## src/rtl/sdram_fill_pkg.sv

```systemverilog
package sdram_fill_pkg;
  typedef enum logic [2:0] {
    PH_IDLE,
    PH_ACT,
    PH_RCD,
    PH_RUN,
    PH_PRE
  } phase_e;
endpackage

```

## src/rtl/sdram_fill_seq.sv

```systemverilog
module sdram_fill_seq
  import sdram_fill_pkg::*;
#(
  parameter int NB    = 4,
  parameter int CNT_W = 3
) (
  input  logic             clk_i,
  input  logic             rst_ni,
  input  logic             req_valid_i,
  input  logic [1:0]       cfg_cas_lat_i,
  input  logic [1:0]       cfg_rcd_i,
  input  logic [1:0]       cfg_rp_i,
  output logic             accept_o,
  output phase_e           phase_o,
  output logic [CNT_W-1:0] cnt_o,
  output logic [1:0]       cl_o,
  output logic             done_o
);
  phase_e           phase_q;
  logic [CNT_W-1:0] cnt_q;
  logic [1:0]       cl_q, rcd_q, rp_q;
  logic             done_q;
  logic [CNT_W-1:0] run_last;

  assign accept_o = (phase_q == PH_IDLE) && req_valid_i;
  assign run_last = CNT_W'(NB - 1) + CNT_W'(cl_q);

  always_ff @(posedge clk_i or negedge rst_ni) begin
    if (!rst_ni) begin
      phase_q <= PH_IDLE;
      cnt_q   <= '0;
      cl_q    <= 2'd1;
      rcd_q   <= '0;
      rp_q    <= '0;
      done_q  <= 1'b0;
    end else begin
      done_q <= 1'b0;
      unique case (phase_q)
        PH_IDLE: begin
          if (req_valid_i) begin
            cl_q    <= (cfg_cas_lat_i == 2'd0) ? 2'd1 : cfg_cas_lat_i;
            rcd_q   <= cfg_rcd_i;
            rp_q    <= cfg_rp_i;
            cnt_q   <= '0;
            phase_q <= PH_ACT;
          end
        end
        PH_ACT: begin
          cnt_q   <= '0;
          phase_q <= (rcd_q == 2'd0) ? PH_RUN : PH_RCD;
        end
        PH_RCD: begin
          if (cnt_q == CNT_W'(rcd_q) - CNT_W'(1)) begin
            cnt_q   <= '0;
            phase_q <= PH_RUN;
          end else begin
            cnt_q <= cnt_q + 1'b1;
          end
        end
        PH_RUN: begin
          if (cnt_q == run_last) begin
            cnt_q <= '0;
            if (rp_q == 2'd0) begin
              phase_q <= PH_IDLE;
              done_q  <= 1'b1;
            end else begin
              phase_q <= PH_PRE;
            end
          end else begin
            cnt_q <= cnt_q + 1'b1;
          end
        end
        PH_PRE: begin
          if (cnt_q == CNT_W'(rp_q) - CNT_W'(1)) begin
            cnt_q   <= '0;
            phase_q <= PH_IDLE;
            done_q  <= 1'b1;
          end else begin
            cnt_q <= cnt_q + 1'b1;
          end
        end
        default: phase_q <= PH_IDLE;
      endcase
    end
  end

  assign phase_o = phase_q;
  assign cnt_o   = cnt_q;
  assign cl_o    = cl_q;
  assign done_o  = done_q;
endmodule

```

## src/rtl/sdram_fill_addr.sv

```systemverilog
module sdram_fill_addr
  import sdram_fill_pkg::*;
#(
  parameter int SD_A_W  = 13,
  parameter int COL_W   = 9,
  parameter int CMD_BIT = 10,
  parameter int NB      = 4,
  parameter int IDX_W   = 2,
  parameter int CNT_W   = 3,
  localparam int AW     = COL_W + SD_A_W
) (
  input  logic              clk_i,
  input  logic              rst_ni,
  input  logic              accept_i,
  input  logic [AW-1:0]     req_addr_i,
  input  phase_e            phase_i,
  input  logic [CNT_W-1:0]  cnt_i,
  output logic              col_cmd_o,
  output logic [IDX_W-1:0]  start_idx_o,
  output logic [SD_A_W-1:0] sd_addr_o
);
  logic [AW-1:0]    addr_q;
  logic [IDX_W-1:0] col_idx;

  always_ff @(posedge clk_i or negedge rst_ni) begin
    if (!rst_ni) addr_q <= '0;
    else if (accept_i) addr_q <= req_addr_i;
  end

  assign start_idx_o = addr_q[IDX_W-1:0];
  assign col_cmd_o   = (phase_i == PH_RUN) && (cnt_i < CNT_W'(NB));
  assign col_idx     = addr_q[IDX_W-1:0] + cnt_i[IDX_W-1:0];

  always_comb begin
    sd_addr_o = '0;
    if (phase_i == PH_ACT) begin
      sd_addr_o = addr_q[AW-1:COL_W];
    end else if (col_cmd_o) begin
      sd_addr_o[COL_W-1:0] = {addr_q[COL_W-1:IDX_W], col_idx};
      // auto-precharge request rides on the final column command
      sd_addr_o[CMD_BIT]   = (cnt_i == CNT_W'(NB - 1));
    end
  end
endmodule

```

## src/rtl/sdram_fill_capture.sv

```systemverilog
module sdram_fill_capture
  import sdram_fill_pkg::*;
#(
  parameter int DATA_W = 32,
  parameter int NB     = 4,
  parameter int IDX_W  = 2,
  parameter int CNT_W  = 3
) (
  input  logic              clk_i,
  input  logic              rst_ni,
  input  phase_e            phase_i,
  input  logic [CNT_W-1:0]  cnt_i,
  input  logic [1:0]        cl_i,
  input  logic [IDX_W-1:0]  start_idx_i,
  input  logic [DATA_W-1:0] sd_dq_i,
  output logic              data_cyc_o,
  output logic              beat_valid_o,
  output logic [IDX_W-1:0]  beat_idx_o,
  output logic [DATA_W-1:0] beat_data_o
);
  logic              vld_q;
  logic [IDX_W-1:0]  idx_q;
  logic [DATA_W-1:0] dat_q;

  assign data_cyc_o = (phase_i == PH_RUN) && (cnt_i >= CNT_W'(cl_i))
                   && (cnt_i < CNT_W'(cl_i) + CNT_W'(NB));

  always_ff @(posedge clk_i or negedge rst_ni) begin
    if (!rst_ni) begin
      vld_q <= 1'b0;
      idx_q <= '0;
      dat_q <= '0;
    end else begin
      vld_q <= data_cyc_o;
      if (data_cyc_o) begin
        dat_q <= sd_dq_i;
        idx_q <= start_idx_i + IDX_W'(cnt_i) - IDX_W'(cl_i);
      end
    end
  end

  assign beat_valid_o = vld_q;
  assign beat_idx_o   = idx_q;
  assign beat_data_o  = dat_q;
endmodule

```

## src/rtl/sdram_line_fill.sv

```systemverilog
module sdram_line_fill
  import sdram_fill_pkg::*;
#(
  parameter int DATA_W  = 32,
  parameter int COL_W   = 9,
  parameter int SD_A_W  = 13,
  parameter int CMD_BIT = 10,
  localparam int BYTES  = DATA_W / 8,
  localparam int NB     = 16 / BYTES,
  localparam int IDX_W  = $clog2(NB),
  localparam int CNT_W  = $clog2(NB + 4),
  localparam int AW     = COL_W + SD_A_W
) (
  input  logic              clk_i,
  input  logic              rst_ni,
  input  logic              req_valid_i,
  input  logic [AW-1:0]     req_addr_i,
  input  logic [1:0]        cfg_cas_lat_i,
  input  logic [1:0]        cfg_rcd_i,
  input  logic [1:0]        cfg_rp_i,
  output logic              req_ready_o,
  output logic              beat_valid_o,
  output logic [IDX_W-1:0]  beat_idx_o,
  output logic [DATA_W-1:0] beat_data_o,
  output logic              done_o,
  output logic              sd_cs_n_o,
  output logic              sd_ras_n_o,
  output logic              sd_cas_n_o,
  output logic              sd_we_n_o,
  output logic [BYTES-1:0]  sd_dqm_o,
  output logic [SD_A_W-1:0] sd_addr_o,
  output logic              sd_bs_n_o,
  input  logic [DATA_W-1:0] sd_dq_i
);
  phase_e           phase;
  logic [CNT_W-1:0] cnt;
  logic [1:0]       cl;
  logic             accept, col_cmd, data_cyc;
  logic [IDX_W-1:0] start_idx;

  sdram_fill_seq #(.NB(NB), .CNT_W(CNT_W)) u_seq (
    .clk_i, .rst_ni, .req_valid_i, .cfg_cas_lat_i, .cfg_rcd_i, .cfg_rp_i,
    .accept_o(accept), .phase_o(phase), .cnt_o(cnt), .cl_o(cl), .done_o
  );

  sdram_fill_addr #(
    .SD_A_W(SD_A_W), .COL_W(COL_W), .CMD_BIT(CMD_BIT),
    .NB(NB), .IDX_W(IDX_W), .CNT_W(CNT_W)
  ) u_addr (
    .clk_i, .rst_ni, .accept_i(accept), .req_addr_i,
    .phase_i(phase), .cnt_i(cnt),
    .col_cmd_o(col_cmd), .start_idx_o(start_idx), .sd_addr_o
  );

  sdram_fill_capture #(
    .DATA_W(DATA_W), .NB(NB), .IDX_W(IDX_W), .CNT_W(CNT_W)
  ) u_cap (
    .clk_i, .rst_ni, .phase_i(phase), .cnt_i(cnt), .cl_i(cl),
    .start_idx_i(start_idx), .sd_dq_i,
    .data_cyc_o(data_cyc), .beat_valid_o, .beat_idx_o, .beat_data_o
  );

  assign req_ready_o = (phase == PH_IDLE);
  assign sd_cs_n_o   = !(phase inside {PH_ACT, PH_RCD, PH_RUN});
  assign sd_ras_n_o  = (phase != PH_ACT);
  assign sd_cas_n_o  = !col_cmd;
  assign sd_we_n_o   = 1'b1;
  assign sd_dqm_o    = '0;
  assign sd_bs_n_o   = !data_cyc;
endmodule

```

## config.mk

```make
export PLATFORM = sky130hd
export DESIGN_NAME = sdram_line_fill
export DESIGN_NICKNAME = d
export VERILOG_FILES = /design/src/rtl/sdram_fill_pkg.sv /design/src/rtl/sdram_fill_seq.sv /design/src/rtl/sdram_fill_addr.sv /design/src/rtl/sdram_fill_capture.sv /design/src/rtl/sdram_line_fill.sv
export SDC_FILE = /design/constraint.sdc
export NUM_CORES = 1
export LEC_CHECK = 0
export BUFFER_PORTS_ARGS = -buffer_cell sky130_fd_sc_hd__buf_4
export CAP_MARGIN = 20
export CORE_MARGIN = 1
export CORE_UTILIZATION = 55
export CTS_BUF_LIST = sky130_fd_sc_hd__clkbuf_4
export DETAILED_ROUTE_END_ITERATION = 12
export GPL_ROUTABILITY_DRIVEN = 0
export HOLD_SLACK_MARGIN = 0.08
export PLACE_DENSITY = 0.88
export SLEW_MARGIN = 40
export SYNTH_ARGS = -nofsm -noshare
export SYNTH_HDL_FRONTEND = slang
export SYNTH_SLANG_ARGS = --single-unit
```

## constraint.sdc

```tcl
create_clock -name clk_i -period 6 [get_ports clk_i]
set_clock_uncertainty 0.1 [all_clocks]
set_input_delay 0.6 -clock clk_i [delete_from_list [all_inputs] [get_ports clk_i]]
set_output_delay 0.6 -clock clk_i [all_outputs]
set_load 0.01 [all_outputs]
```

==> Yosys cells after proc, flatten, opt, wreduce, memory -nomap -nowiden <==
Index checks and enable logic that the tools add are counted.
{ "word_totals": {"in_bits": 63, "elab_cells": 72, "reg_bits": 70, "output_inout_bits": 59} }
{ "op_classes": {"n_reduce_logical": 16, "n_eq_ne": 13, "mux": 23, "addsub": 7, "n_lt_le_gt_ge": 3} }
{ "ops": {"columns": ["cell", "count"], "rows": [
  ["one-hot mux 3 bit (5 select lines)", 2],
  ["two-way mux 3 bit", 9],
  ["two-way mux 9 bit", 2],
  ["equality test 3 x 2 -> 1 bit, second input constant", 3],
  ["equality test 3 bit", 3],
  ["two-way mux 1 bit", 7],
  ["logical NOT 2 bit", 3],
  ["!= test 2 x 1 -> 1 bit, second input constant", 3],
  ["subtractor 2 x 1 -> 3 bit, second input constant", 2],
  ["nonzero test 5 bit", 1],
  ["logical AND 1 bit", 4],
  ["two-way mux 2 bit", 2],
  ["AND reduction 2 bit", 2],
  ["AND reduction 4 bit", 1],
  ["adder 2 x 2 -> 3 bit, first input constant", 1],
  ["adder 2 x 3 -> 3 bit, second input constant", 1],
  ["adder 3 x 1 -> 3 bit, second input constant", 1],
  ["equality test 3 x 1 -> 1 bit, second input constant", 1],
  ["equality test 3 bit, second input constant", 1],
  ["greater-or-equal comparator 3 x 2 -> 1 bit", 1],
  ["logical NOT 1 bit", 3],
  ["logical NOT 3 bit", 1],
  ["less-than comparator 3 bit", 1],
  ["less-than comparator 3 bit, second input constant", 1],
  ["6 further kinds", 6]
]} }

==> Logic depth before layout (Yosys ltp) <==
{ "depth": {"word_depth": 4, "mapped_depth": 8, "ltp_nobuf": 6} }

==> Modules after synthesis <==
A second synthesis with hierarchy kept.
{ "unflattened": {"hier_cells": 254, "hier_area_um2": 3505.9} }
{ "modules_own_cells": {"columns": ["mod", "area_per_inst_um2", "n_inst", "seq_area_each_um2", "cells_each"], "rows": [
  ["sdram_fill_capture", 1577.8, 1, 875.8, 91],
  ["sdram_fill_addr", 1004.7, 1, 550.5, 67],
  ["sdram_fill_seq", 849.6, 1, 326.6, 84],
  ["sdram_line_fill", 73.8, 1, 0.0, 12]
]} }

==> Worst setup path after synthesis <==
No wires, ideal clock.
{ "synth_timing": {"path_kind": "register -> output", "startpoint": "register u_seq.cnt_q[0], in the netlist u_seq.cnt_o[0]", "endpoint": "output sd_bs_n_o", "path_stages_with_launch": 7, "arrival_time_ps": 1481, "path_buffers": 2, "path_slack_ps": 3819, "t_required_ps": 5300, "path_cell_list": "dfrtp_1 inv_1 ha_1 o21ai_0 a221o_1 buf_6 buf_6"} }
{ "synth_between": {"elab_chain_cells": 4, "word_cells_on_any_way": 5, "classes_between": "order compare: 2; reduce/logical: 3"} }
{ "synth_lines": {"columns": ["item", "line_no", "rtl"], "rows": [
  ["start: declaration", "sdram_fill_seq.sv:20", "logic [CNT_W-1:0] cnt_q;"],
  ["start signal: assignment", "sdram_fill_seq.sv:57", "cnt_q <= cnt_q + 1'b1;"],
  ["start signal: assignment", "sdram_fill_seq.sv:70", "cnt_q <= cnt_q + 1'b1;"],
  ["start signal: assignment", "sdram_fill_seq.sv:79", "cnt_q <= cnt_q + 1'b1;"],
  ["greater-or-equal comparator 3 x 2 -> 1 bit", "sdram_fill_capture.sv:25", "assign data_cyc_o = (phase_i == PH_RUN) && (cnt_i >= CNT_W'(cl_i))"],
  ["logical AND 1 bit", "sdram_fill_capture.sv:25", null],
  ["logical AND 1 bit (*)", "sdram_fill_capture.sv:26", "&& (cnt_i < CNT_W'(cl_i) + CNT_W'(NB));"],
  ["logical NOT 1 bit (*)", "sdram_line_fill.sv:69", "assign sd_bs_n_o = !data_cyc;"],
  ["end: declaration", "sdram_line_fill.sv:32", "output logic sd_bs_n_o,"]
]} }
Mark *: on every way between the ends. The rest lies on a longest branch, timed or not.

==> Final worst setup path <==
Ends and elaborated chain as after synthesis.

==> results.sh <==
export IMPL_startpoint_type="flip-flop"
export IMPL_ys_seq_area_share_pct=52.4
export IMPL_vias_per_cell=5.24
export IMPL_p_seq_share_pct=34.7
export IMPL_p_sw_uw=910
export IMPL_antenna_found_initial=0
export IMPL_critPathMaxFanout=36
export IMPL_vias=2297
export IMPL_placed_area_um2=4210
export IMPL_clock_sinks=70
export IMPL_post_route_period_util_pct=51.6
export IMPL_die_area_um2=6400
export IMPL_critPathArrivalTime_ps=2400
export IMPL_die_x_um=80.0
export IMPL_tns_ps=0
export IMPL_overflow=0
export IMPL_cts_resized=0
export IMPL_nNetsFinal=431
export IMPL_drt_iter0_markers=69
export IMPL_grt_max_degree=71
export IMPL_design_core_area_um2=5890
export IMPL_syn_inst=245
export IMPL_vdd_drop_max_uv=279
export IMPL_tightestPinTransition_ps=721
export IMPL_postCtsSetupBuffers=0
export IMPL_synth_edf_count=0
export IMPL_io_pins=122
export IMPL_cellLeakagePower_nw=2.22
export IMPL_max_cap_viol_count=0
export IMPL_grt_pass1_vias=2336
export IMPL_hold_violations=0
export IMPL_hold_buffers=0
export IMPL_yosysUniqueCellTypes=37
export IMPL_grt_use_total_pct=24.2
export IMPL_numPortBuffers=116
export IMPL_synthArstFlopShare_pct=100
export IMPL_antenna_left=0
export IMPL_drv_slew=0
export IMPL_synth_area_per_cell_um2=13.7
export IMPL_htreeDepth=3
export IMPL_setup_viol=0
export IMPL_clk_pin_slew_ps=110
export IMPL_cp_required_ps=5300
export IMPL_layout_setup_ws_ps=2900
export IMPL_total_power_mw=2.55
export IMPL_dp_hpwl_um=5380
export IMPL_ys_flop_type="dfrtp_1"
export IMPL_synthesis_area_um2=3340
export IMPL_path_class="flip-flop to output port"
export IMPL_cts_buffer_depth=2
export IMPL_die_height_um=80.0
export IMPL_drt_first_pass_iters=5
export IMPL_grt_pass1_wl_um=11400
export IMPL_min_period_ps=3100
export IMPL_initial_core_util_pct=56.8
export IMPL_clk_latency_ps=390
export IMPL_clockRootBuffer="clkbuf_4"
export IMPL_wl_um=7420
export IMPL_hp_class="input port to asynchronous set/reset pin"
export IMPL_maxSlewHeadroom_pct=51.7
export IMPL_ys_warn_count=0
export IMPL_fp_row_count=28
export IMPL_rsz0062_at_grt="false"
export IMPL_numCtsBuffers=9
export IMPL_areaGrowthSynthToFinish_pct=30.6
export IMPL_p_int_mw=1.65
export IMPL_cts_tree="yes"
export IMPL_swShare_pct=35.6
export IMPL_final_core_util_pct=74.2
export IMPL_status="finished clean"
export IMPL_combPwrFrac_pct=52.4
export IMPL_ys_seq_elements=70
export IMPL_drive_above_1_share_pct=53.2
export IMPL_p_per_area_nw_per_um2=585
export IMPL_crit_path_end_kind="output port"
export IMPL_max_freq_ghz=0.323
export IMPL_post_place_ws_ps=3350
export IMPL_n_antenna_cell=0
export IMPL_detail_route_wl_per_cell_um=16.9
export IMPL_clkPwrFrac_pct=12.9
export IMPL_drc=0
export IMPL_post_route_cell_area_um2=4370
## power groups by stage
stage	Clock (mW)	Combinational (mW)	Sequential, mW
2_1_floorplan	0	0.894	0.889
3_3_place_gp	0	1.29	0.869
3_5_place_dp	0	1.34	0.897
4_1_cts	0.339	1.35	0.886
5_1_grt	0.356	1.45	0.913
6_report	0.328	1.34	0.887
## flip-flops by register name, summed over array words and instances, names as in the netlist
signal / count
u_addr.addr_q: 22
u_cap.beat_data_o: 32
u_cap.beat_idx_o: 2
u_cap.beat_valid_o: 1
u_seq.cl_o: 2
u_seq.cnt_o: 3
u_seq.done_o: 1
u_seq.phase_o: 3
u_seq.rcd_q: 2
u_seq.rp_q: 2
## synth_stat cells (2+ instances only)
| cell type | instances | area [µm²] |
|---|---|---|
| buf_4 | 8 | 60.1 |
| and2_1 | 4 | 25.0 |
| a221o_1 | 2 | 20.0 |
| a21o_1 | 2 | 15.0 |
| nor3b_1 | 2 | 15.0 |
| nor3_1 | 2 | 10.0 |
| o31ai_1 | 2 | 15.0 |
| a22o_1 | 8 | 70.1 |
| xor2_1 | 4 | 35.0 |
| mux2_4 | 27 | 405 |
| inv_1 | 19 | 71.3 |
| mux2_2 | 28 | 315 |
| buf_6 | 5 | 56.3 |
| nand2_1 | 8 | 30.0 |
| ha_1 | 10 | 125 |
| buf_2 | 5 | 25.0 |
| xnor2_1 | 8 | 70.1 |
| conb_1 | 2 | 7.51 |
| o21ai_0 | 11 | 55.1 |
| dfrtp_1 | 69 | 1730 |
| nor2_1 | 3 | 11.3 |
## final timing paths
| check | cells past startpoint | from | to | slack, ps |
|---|---|---|---|---|
| hold / removal | 1 | rst_ni | u_cap.beat_valid_o | 90 |
| max in group asynchronous | 1 | rst_ni | u_addr.addr_q[15] | 5280 |
| min in group clk_i | 3 | cfg_rp_i[1] | u_seq.rp_q[1] | 310 |
| hold reg to reg | 1 | u_addr.addr_q[20] | u_addr.addr_q[20] | 410 |
| setup / recovery | 5 | u_seq.cnt_o[0] | sd_bs_n_o | 2900 |
| setup reg to reg | 5 | u_seq.cnt_o[0] | u_cap.beat_data_o[1] | 3610 |
## layout by cell type, fill, tap and decap left out, drive strengths merged, types with 3 or more instances in the layout
master,Yosys,final
conb,2,5
clkinv,0,4
a22o,8,8
nor3,3,3
xor2,4,4
and2,4,4
nor2,3,3
xnor2,8,8
clkbuf,0,9
o21ai,11,11
dfrtp,69,69
inv,19,19
buf,18,117
ha,10,10
nand2,8,8
mux2,55,55
## cells by family after synthesis
group | share of synthesized area (%)
compound gates | 7.71
xor+xnor | 3.14
fa+ha+maj | 3.74
buf+inv | 6.36
flops | 52.4
mux | 21.8
other cells | 0.225
simple gates | 4.56
## critical path: stages, from the launching register on
cell     delay, ps
dfrtp_1        470
inv_1          110
ha_1           330
o21ai_0        250
a221o_4        620
buf_4          230
## through the flow
step | cells | hold slack (ps)
finish | 438 | 94.6
global route | 438 | 126
CTS | 438 | 93.1
detailed placement | 422 | 392
global placement | 422 | 381
floorplan | 248 | 204
## layout make-up
cell class              count  area (µm²)
flip-flops and latches     70        1750
fillers                   395        1520
multi-input cells         141        1410
repair buffers            117         882
well taps                  75        93.8
clock inverters             7        88.8
inverters                  19        71.3
clock buffers               9        67.6
## layer usage
layer / wire length, µm / vias up / GRT usage [%] / part of all wire [%]
met4: 138 / 0 / 11.3 / 1.9
met5: 0 / - / 0 / 0
li1: - / 1068 / - / -
met3: 459 / 12 / 4.69 / 6.2
met1: 2980 / 1121 / 28.7 / 40
met2: 3840 / 96 / 42.1 / 52
Note: power is estimated with default switching activity, not from simulation.
